--- config.mk ---
export PLATFORM = sky130hd
export DESIGN_NAME = can_objstat_mgr
export DESIGN_NICKNAME = d
export VERILOG_FILES = /design/src/rtl/can_objstat_pkg.sv /design/src/rtl/can_objstat_slot.sv /design/src/rtl/can_objstat_txsel.sv /design/src/rtl/can_objstat_snap.sv /design/src/rtl/can_objstat_mgr.sv
export SDC_FILE = /design/constraint.sdc
export NUM_CORES = 1
export LEC_CHECK = 0
export ABC_AREA = 1
export ABC_CLOCK_PERIOD_IN_PS = 1270
export BUFFER_PORTS_ARGS = -buffer_cell sky130_fd_sc_hd__clkbuf_2
export CAP_MARGIN = 20
export CORE_UTILIZATION = 50
export DETAILED_ROUTE_END_ITERATION = 8
export GPL_TIMING_DRIVEN = 0
export PLACE_DENSITY = 0.83
export RECOVER_POWER = 50
export SETUP_SLACK_MARGIN = 0.2
export SYNTH_ARGS = -nofsm -noshare
export SYNTH_HDL_FRONTEND = slang
export SYNTH_SLANG_ARGS = --single-unit
--- constraint.sdc ---
create_clock -name clk -period 1.27 [get_ports clk]
set_input_delay 0.0635 -clock clk [delete_from_list [all_inputs] [get_ports clk]]
set_output_delay 0.0635 -clock clk [all_outputs]
set_load 0.01 [all_outputs]
--- src/rtl/can_objstat_pkg.sv ---
package can_objstat_pkg;

  localparam int CMD_W        = 8;
  localparam int ACK_FRESH_B  = 2;
  localparam int ACK_IPEND_B  = 3;
  localparam logic [CMD_W-1:0] CMD_FULL_READ = 8'h7F;

  typedef struct packed {
    logic fresh;
    logic ovr;
    logic ipend;
    logic rtr;
  } slot_flags_t;

  // Next-state rule of one slot; the event inputs are already qualified.
  function automatic slot_flags_t flag_next(
    input slot_flags_t cur,
    input logic        stored,
    input logic        rxie,
    input logic        ack_fresh,
    input logic        ack_ipend,
    input logic        clr_ovr,
    input logic        arm_rtr,
    input logic        tx_done
  );
    slot_flags_t n;
    n.fresh = stored | (cur.fresh & ~ack_fresh);
    n.ovr   = (stored & cur.fresh) | (cur.ovr & ~clr_ovr);
    n.ipend = (stored & rxie) | (cur.ipend & ~ack_ipend);
    n.rtr   = ~stored & ((cur.rtr & ~tx_done) | arm_rtr);
    return n;
  endfunction

endpackage

--- src/rtl/can_objstat_slot.sv ---
module can_objstat_slot
  import can_objstat_pkg::*;
#(
  parameter int NUM_OBJ = 8,
  parameter int SLOT    = 0,
  localparam int IDX_W  = (NUM_OBJ > 1) ? $clog2(NUM_OBJ) : 1
) (
  input  logic             clk,
  input  logic             rst_n,
  input  logic             en,
  input  logic             rxie,
  input  logic             st_vld,
  input  logic [IDX_W-1:0] st_idx,
  input  logic             rd_vld,
  input  logic [IDX_W-1:0] rd_idx,
  input  logic [CMD_W-1:0] rd_mask,
  input  logic             wr_vld,
  input  logic [IDX_W-1:0] wr_idx,
  input  logic             wr_clr_ovr,
  input  logic             wr_arm_rtr,
  input  logic             txd_vld,
  input  logic [IDX_W-1:0] txd_idx,
  output slot_flags_t      flags
);

  localparam logic [IDX_W-1:0] MY_IDX = IDX_W'(SLOT);

  // Named event wires, shared by the update and the assertions.
  logic st_hit, st_miss_dis, rd_hit, wr_hit, txd_hit;
  logic ack_fresh, ack_ipend, clr_ovr, arm_rtr;
  slot_flags_t flags_d;

  assign st_hit      = st_vld && (st_idx == MY_IDX) && en;
  assign st_miss_dis = st_vld && (st_idx == MY_IDX) && !en;
  assign rd_hit      = rd_vld && (rd_idx == MY_IDX);
  assign wr_hit      = wr_vld && (wr_idx == MY_IDX);
  assign txd_hit     = txd_vld && (txd_idx == MY_IDX);
  assign ack_fresh   = rd_hit && rd_mask[ACK_FRESH_B];
  assign ack_ipend   = rd_hit && rd_mask[ACK_IPEND_B];
  assign clr_ovr     = wr_hit && wr_clr_ovr;
  assign arm_rtr     = wr_hit && wr_arm_rtr && en;

  always_comb begin
    flags_d = flag_next(flags, st_hit, rxie, ack_fresh, ack_ipend,
                        clr_ovr, arm_rtr, txd_hit);
  end

  always_ff @(posedge clk) begin
    if (!rst_n) flags <= '0;
    else        flags <= flags_d;
  end


  store_sets_fresh_chk: assert property (@(posedge clk) disable iff (!rst_n)
    st_hit |=> flags.fresh);

  overrun_on_restore_chk: assert property (@(posedge clk) disable iff (!rst_n)
    (st_hit && flags.fresh) |=> flags.ovr);

  overrun_sticky_chk: assert property (@(posedge clk) disable iff (!rst_n)
    (flags.ovr && !clr_ovr) |=> flags.ovr);

  store_cancels_rtr_chk: assert property (@(posedge clk) disable iff (!rst_n)
    st_hit |=> !flags.rtr);

  disabled_store_ignored_chk: assert property (@(posedge clk) disable iff (!rst_n)
    (st_miss_dis && !flags.fresh) |=> !flags.fresh);

  masked_irq_chk: assert property (@(posedge clk) disable iff (!rst_n)
    (st_hit && !rxie && !flags.ipend) |=> !flags.ipend);

endmodule

--- src/rtl/can_objstat_txsel.sv ---
module can_objstat_txsel #(
  parameter int NUM_OBJ = 8,
  localparam int IDX_W  = (NUM_OBJ > 1) ? $clog2(NUM_OBJ) : 1
) (
  input  logic               clk,
  input  logic               rst_n,
  input  logic [NUM_OBJ-1:0] req,
  output logic               vld,
  output logic [IDX_W-1:0]   idx
);

  always_comb begin
    vld = 1'b0;
    idx = '0;
    for (int i = NUM_OBJ - 1; i >= 0; i--) begin
      if (req[i]) begin
        vld = 1'b1;
        idx = IDX_W'(i);
      end
    end
  end


  sel_points_at_req_chk: assert property (@(posedge clk) disable iff (!rst_n)
    vld |-> req[idx]);

  sel_valid_when_pending_chk: assert property (@(posedge clk) disable iff (!rst_n)
    (req != '0) |-> vld);

endmodule

--- src/rtl/can_objstat_snap.sv ---
module can_objstat_snap
  import can_objstat_pkg::*;
#(
  parameter int NUM_OBJ = 8,
  localparam int IDX_W  = (NUM_OBJ > 1) ? $clog2(NUM_OBJ) : 1
) (
  input  logic               clk,
  input  logic               rst_n,
  input  logic               rd_vld,
  input  logic [IDX_W-1:0]   rd_idx,
  input  logic [NUM_OBJ-1:0] fresh,
  input  logic [NUM_OBJ-1:0] ovr,
  input  logic [NUM_OBJ-1:0] ipend,
  output logic               snap_vld,
  output logic               snap_fresh,
  output logic               snap_ovr,
  output logic               snap_ipend
);

  always_ff @(posedge clk) begin
    if (!rst_n) begin
      snap_vld   <= 1'b0;
      snap_fresh <= 1'b0;
      snap_ovr   <= 1'b0;
      snap_ipend <= 1'b0;
    end else begin
      snap_vld <= rd_vld;
      if (rd_vld) begin
        snap_fresh <= fresh[rd_idx];
        snap_ovr   <= ovr[rd_idx];
        snap_ipend <= ipend[rd_idx];
      end
    end
  end


  snap_follows_cmd_chk: assert property (@(posedge clk) disable iff (!rst_n)
    rd_vld |=> snap_vld);

  snap_single_pulse_chk: assert property (@(posedge clk) disable iff (!rst_n)
    !rd_vld |=> !snap_vld);

endmodule

--- src/rtl/can_objstat_mgr.sv ---
module can_objstat_mgr
  import can_objstat_pkg::*;
#(
  parameter int NUM_OBJ = 8,
  localparam int IDX_W  = (NUM_OBJ > 1) ? $clog2(NUM_OBJ) : 1
) (
  input  logic               clk,
  input  logic               rst_n,
  input  logic [NUM_OBJ-1:0] slot_en,
  input  logic [NUM_OBJ-1:0] slot_rxie,
  input  logic               st_vld,
  input  logic [IDX_W-1:0]   st_idx,
  input  logic               rd_vld,
  input  logic [IDX_W-1:0]   rd_idx,
  input  logic [7:0]         rd_mask,
  input  logic               wr_vld,
  input  logic [IDX_W-1:0]   wr_idx,
  input  logic               wr_clr_ovr,
  input  logic               wr_arm_rtr,
  input  logic               txd_vld,
  input  logic [IDX_W-1:0]   txd_idx,
  output logic [NUM_OBJ-1:0] fresh,
  output logic [NUM_OBJ-1:0] ovr,
  output logic [NUM_OBJ-1:0] ipend,
  output logic [NUM_OBJ-1:0] rtr_pend,
  output logic               irq,
  output logic               tx_req_vld,
  output logic [IDX_W-1:0]   tx_req_idx,
  output logic               rd_snap_vld,
  output logic               rd_snap_fresh,
  output logic               rd_snap_ovr,
  output logic               rd_snap_ipend
);

  slot_flags_t slot_q [NUM_OBJ];

  for (genvar g = 0; g < NUM_OBJ; g++) begin : g_slot
    can_objstat_slot #(.NUM_OBJ(NUM_OBJ), .SLOT(g)) u_slot (
      .clk        (clk),
      .rst_n      (rst_n),
      .en         (slot_en[g]),
      .rxie       (slot_rxie[g]),
      .st_vld     (st_vld),
      .st_idx     (st_idx),
      .rd_vld     (rd_vld),
      .rd_idx     (rd_idx),
      .rd_mask    (rd_mask),
      .wr_vld     (wr_vld),
      .wr_idx     (wr_idx),
      .wr_clr_ovr (wr_clr_ovr),
      .wr_arm_rtr (wr_arm_rtr),
      .txd_vld    (txd_vld),
      .txd_idx    (txd_idx),
      .flags      (slot_q[g])
    );
    assign fresh[g]    = slot_q[g].fresh;
    assign ovr[g]      = slot_q[g].ovr;
    assign ipend[g]    = slot_q[g].ipend;
    assign rtr_pend[g] = slot_q[g].rtr;
  end

  assign irq = |ipend;

  can_objstat_txsel #(.NUM_OBJ(NUM_OBJ)) u_txsel (
    .clk   (clk),
    .rst_n (rst_n),
    .req   (rtr_pend),
    .vld   (tx_req_vld),
    .idx   (tx_req_idx)
  );

  can_objstat_snap #(.NUM_OBJ(NUM_OBJ)) u_snap (
    .clk        (clk),
    .rst_n      (rst_n),
    .rd_vld     (rd_vld),
    .rd_idx     (rd_idx),
    .fresh      (fresh),
    .ovr        (ovr),
    .ipend      (ipend),
    .snap_vld   (rd_snap_vld),
    .snap_fresh (rd_snap_fresh),
    .snap_ovr   (rd_snap_ovr),
    .snap_ipend (rd_snap_ipend)
  );


  txdone_clears_rtr_chk: assert property (@(posedge clk) disable iff (!rst_n)
    (txd_vld && !(wr_vld && wr_arm_rtr && wr_idx == txd_idx)) |=> !rtr_pend[$past(txd_idx)]);

  full_read_clears_chk: assert property (@(posedge clk) disable iff (!rst_n)
    (rd_vld && rd_mask == CMD_FULL_READ && !(st_vld && st_idx == rd_idx))
      |=> (!fresh[$past(rd_idx)] && !ipend[$past(rd_idx)]));

endmodule

Yosys cells after proc, flatten, opt, wreduce, memory -nomap -nowiden
Cells that the tools add are included.
{"block": "word_totals", "wordCells": 300, "output_inout_bits": 41, "input_bits": 44, "reg_bits": 36}
{"block": "classes", "n_bitwise": 128, "n_reduce_logical": 85, "mux": 22, "n_eq_ne": 28, "order_cmp": 1}
{"operator": "logical AND 1 bit", "n": 80}
{"operator": "bitwise AND 1 bit", "n": 56}
{"operator": "equality test 3 bit, second input constant", "n": 16}
{"operator": "inverter 1 bit", "n": 40}
{"operator": "OR 1 bit", "n": 32}
{"operator": "equality test 3 x 2 -> 1 bit, second input constant", "n": 8}
{"operator": "2-to-1 mux 3 bit", "n": 8}
{"operator": "equality test 3 x 1 -> 1 bit, second input constant", "n": 4}
{"operator": "logical NOT 3 bit", "n": 4}
{"operator": "2-to-1 mux 1 bit", "n": 11}
{"operator": "binary-select mux 1 bit (select 3 bit)", "n": 3}
{"operator": "OR reduction 8 bit", "n": 1}
{"operator": "less-than comparator 3 x 4 -> 1 bit, second input constant", "n": 1}

Logic depth before layout (Yosys ltp)
{"block": "depth", "word_depth": 8, "mapped_depth": 11, "depth_no_buf": 9}

Modules after synthesis
Synthesis repeated with hierarchy kept, for this count alone.
{"block": "unflattened", "hier_cells": 407, "hier_area_um2": 2377.3}
{"module": "can_objstat_slot at g_slot[5].u_slot ...", "area_per_inst_um2": 234.0, "cells_per_inst": 37, "n_inst": 2, "seq_area_each_um2": 80.1}
{"module": "can_objstat_slot at g_slot[1].u_slot ...", "area_per_inst_um2": 219.0, "cells_per_inst": 36, "n_inst": 2, "seq_area_each_um2": 80.1}
{"module": "can_objstat_snap", "area_per_inst_um2": 426.7, "cells_per_inst": 86, "n_inst": 1, "seq_area_each_um2": 80.1}
{"module": "can_objstat_slot at g_slot[3].u_slot", "area_per_inst_um2": 230.2, "cells_per_inst": 36, "n_inst": 1, "seq_area_each_um2": 80.1}
{"module": "can_objstat_slot at g_slot[4].u_slot", "area_per_inst_um2": 229.0, "cells_per_inst": 36, "n_inst": 1, "seq_area_each_um2": 80.1}
{"module": "can_objstat_slot at g_slot[0].u_slot", "area_per_inst_um2": 220.2, "cells_per_inst": 33, "n_inst": 1, "seq_area_each_um2": 80.1}
{"module": "can_objstat_slot at g_slot[7].u_slot", "area_per_inst_um2": 210.2, "cells_per_inst": 33, "n_inst": 1, "seq_area_each_um2": 80.1}
{"module": "can_objstat_txsel", "area_per_inst_um2": 98.8, "cells_per_inst": 22, "n_inst": 1, "seq_area_each_um2": 0.0}
{"module": "can_objstat_mgr", "area_per_inst_um2": 56.3, "cells_per_inst": 15, "n_inst": 1, "seq_area_each_um2": 0.0}

Least setup slack after synthesis
OpenSTA, ideal clock, no wires.
{"block": "synth_timing", "kind": "register to output", "start": "register g_slot[7].u_slot.flags[0] in the netlist's numbering", "end": "output port tx_req_idx[1]", "stages_incl_launch_ff": 5, "n_path_buf": 0, "setup_slack_ps": 313, "t_required_ps": 1207, "t_arrival_ps": 894, "path_cell_list": "dfxtp_1 nor2_1 nor3_1 nor3_1 nor3_1"}
{"block": "synth_between", "elab_chain_cells": 8}
{"element": "start: declaration", "line": "can_objstat_slot.sv:23", "rtl": "output slot_flags_t flags"}
{"element": "start signal: assignment", "line": "can_objstat_slot.sv:50", "rtl": "else flags <= flags_d;"}
{"element": "2-to-1 mux 3 bit (8 in a row)", "line": "can_objstat_txsel.sv:16", "rtl": "if (req[i]) begin"}
{"element": "end: declaration", "line": "can_objstat_mgr.sv:28", "rtl": "output logic [IDX_W-1:0] tx_req_idx,"}
No other way between the ends.

Worst setup path after layout
{"block": "layout_timing", "start": "register g_slot[4].u_slot.flags[0] in the netlist's numbering", "end": "output port tx_req_idx[1]"}
{"block": "layout_between", "elab_chain_cells": 5}
{"element": "start: declaration", "line": "can_objstat_slot.sv:23"}
{"element": "start signal: assignment", "line": "can_objstat_slot.sv:50"}
{"element": "2-to-1 mux 3 bit (5 in a row)", "line": "can_objstat_txsel.sv:16"}
No other way between the ends.

==> results.py <==
metrics = {
    "sta": {
        "setup_viol": 3,
        "tns_ns": -0.0388,
        "slew_headroom_pct": 66.2,
        "finalHoldViolations": 0,
        "skew_ns": 0.00352,
        "fmax_ghz": 0.778,
        "rsz0062_at_grt": "true",
        "slew_viol_final": 0,
        "fin_crit_ns": 1.29,
        "setup_ws_ns": -0.0161,
        "finalCritPeriodShare_pct": 101,
        "whs_ns": 0.00773,
        "tightest_slew_ns": 0.504,
    },
    "flow_run": {
        "cap_violations": 0,
    },
    "die": {
        "die_area_um2": 4290,
        "die_y_um": 65.5,
        "ioPinCount": 85,
        "start_util_pct": 53.5,
        "rows": 22,
        "die_w_um": 65.5,
        "core_area_um2": 3770,
    },
    "route": {
        "drc": 0,
        "ant_nets": 0,
        "routed_wl_mm": 6.51,
        "drt_iter0_drc": 261,
        "wl_per_cell_um": 14.0,
        "vias": 2501,
        "first_pass_iters": 5,
        "avgViaCountPerCell": 5.39,
    },
    "clocking": {
        "clk_latency_ns": 0.29,
        "numCtsBuffers": 5,
        "cts_tree": "done",
        "path_clk_slew_ns": 0.07,
        "htreeDepth": 2,
        "cts-root-buf": "clkbuf_8",
        "clkSinkCount": 36,
        "cts_buffer_depth": 2,
    },
    "cells_and_area": {
        "multi_input_area_um2": 1100,
        "final_nets": 460,
        "diodes": 0,
        "stdcell_count": 464,
        "layout_commonest_cell": "nand2_1",
        "final_cell_mix": "118 x nand2_1, 66 x clkbuf_2, 46 x inv_1",
        "drive_above_1_share_pct": 29.1,
        "n_fill_cell": 340,
        "syn_to_final_growth_pct": 35.0,
        "seq_area_um2": 742,
        "post-route-util_pct": 72.2,
    },
    "synth": {
        "synth_seq_area_share_pct": 35.8,
        "synth_cells": 323,
        "yosysUniqueCellTypes": 24,
        "synth_area_um2": 2020,
        "syn_avg_cell_area_um2": 6.24,
        "yosys_warnings": 0,
        "syn-num-nets": 367,
        "ys_seq_elements": 36,
    },
    "grt": {
        "grt_use_met2_pct": 50.8,
        "antenna_found_initial": 0,
        "grt_busiest_layer": "met2",
        "use_met1_pct": 43.0,
        "grt_usage_pct": 32.6,
        "grt_pass1_wl_mm": 10.6,
        "grt_pass1_vias": 2302,
        "grt_max_degree": 11,
        "overflow": 0,
        "grt_use_met3_pct": 5.90,
    },
    "place": {
        "place_inst": 447,
        "dpl.hpwl_mm": 4.69,
        "port_buffers": 76,
        "place_congestion": 0.932,
    },
    "worst_hold_path": {
        "hold_depth": 3,
        "hold_start": "slot_rxie[2]",
        "min_to": "g_slot[2].u_slot.flags[1]",
        "min_path_type": "in2reg",
    },
    "critical_path": {
        "arrival_ns": 1.22,
        "start_kind": "flip-flop",
        "rrSetupSlack_ns": 0.03,
        "worstSetupPathType": "reg2out",
        "critPathMaxFanout": 5,
        "worstRegToRegCells": 9,
        "r2r_start": "g_slot[6].u_slot.flags[0]",
        "end_kind": "primary output",
        "cp_data_required_time_ns": 1.21,
        "reg2reg_to": "g_slot[6].u_slot.flags[0]",
    },
    "power_and_ir_drop": {
        "power.density_nw_per_um2": 873,
        "p_leak_nw": 1.42,
        "vdd_drop_max_v": 0.000819,
    },
    "outcome": {
        "outcome": "finished, violations left",
        "failed_checks": "setup timing",
    },
}
[cell type report]
class,instances,share of cell area [%]
Multi-Input combinational cell,230,40.6
Inverter,50,7.08
Tap cell,48,2.21
Sequential cell,36,27.3
Clock buffer,7,3.54
Buffer,7,2.11
Timing Repair Buffer,86,17.2
[routing by layer]
metal | routed length, µm | vias up
li1 | - | 1205
met1 | 2760 | 1145
met2 | 3020 | 128
met3 | 544 | 23
met4 | 185 | 0
met5 | 0 | -
[worst max-delay path, stage by stage (launching register included)]
cell and delay [ns]:
dfxtp_2 0.36, nor3_2 0.22, nor3_2 0.06, nor3_1 0.13
buf_2 0.16
[cell families (layout without fill, tap and decap cells)]
| group | Yosys count | after routing | synth area share, % |
|---|---|---|---|
| AND/OR/NAND/NOR | 167 | 167 | 35.3 |
| flip-flops | 36 | 36 | 35.8 |
| buffers and inverters | 57 | 150 | 12.4 |
| AO/OA/AOI/OAI | 63 | 63 | 16.5 |
[stage by stage]
stage          total power, mW  instance area (µm²)  setup WS, ns
2_1_floorplan             1.36                 2020         0.313
3_3_place_gp              1.49                 2460         0.238
3_5_place_dp              1.50                 2460         0.229
4_1_cts                   2.38                 2700       -0.0242
5_1_grt                   2.47                 2720       -0.0877
6_report                  2.38                 2720       -0.0161
[how the worst max path moves through the flow]
stage	start	end	cells past startpoint
final	g_slot[4].u_slot.flags[0]	tx_req_idx[1]	4
after global routing	g_slot[7].u_slot.flags[0]	tx_req_idx[1]	5
after CTS	g_slot[6].u_slot.flags[0]	tx_req_idx[0]	6
after detailed placement	g_slot[6].u_slot.flags[0]	tx_req_vld	3
after global placement	g_slot[7].u_slot.flags[0]	tx_req_vld	3
after floorplan	g_slot[7].u_slot.flags[0]	tx_req_idx[1]	4
[cell usage after synthesis, drive strengths merged]
master / n / share of area (%)
a211oi: 3 / 1.1
a21oi: 26 / 6.5
buf: 5 / 2.5
clkbuf: 2 / 0.37
dfxtp: 36 / 36
inv: 50 / 9.6
nand2: 121 / 23
nand3: 9 / 2.2
nand4: 3 / 0.93
nor2: 22 / 4.8
nor3: 9 / 3.5
nor4: 3 / 0.93
o21ai: 30 / 7.4
o31ai: 4 / 1.5
[registers in the layout (all words and copies together), names as in the netlist]
signal               cells
u_snap.snap_fresh        1
u_snap.snap_vld          1
g_slot.u_slot.flags     32
u_snap.snap_ovr          1
u_snap.snap_ipend        1
[where the power goes]
| group | internal [mW] | switching (mW) | total, mW |
|---|---|---|---|
| clock network | 0.483 | 0.394 | 0.877 |
| registers | 1.14 | 0.0168 | 1.15 |
| logic | 0.129 | 0.216 | 0.345 |
| total | 1.75 | 0.627 | 2.38 |
[what timing repair did]
| action | CTS | global route |
|---|---|---|
| endpoints found under the setup margin | 5 | 6 |
| hold buffers | 4 | 0 |
| resized for setup | 22 | 12 |
| setup buffers | 5 | 1 |
| pin swaps | 9 | 5 |
| endpoints found under the hold margin | 4 | 0 |
Note: power is estimated with default switching activity, not from simulation.
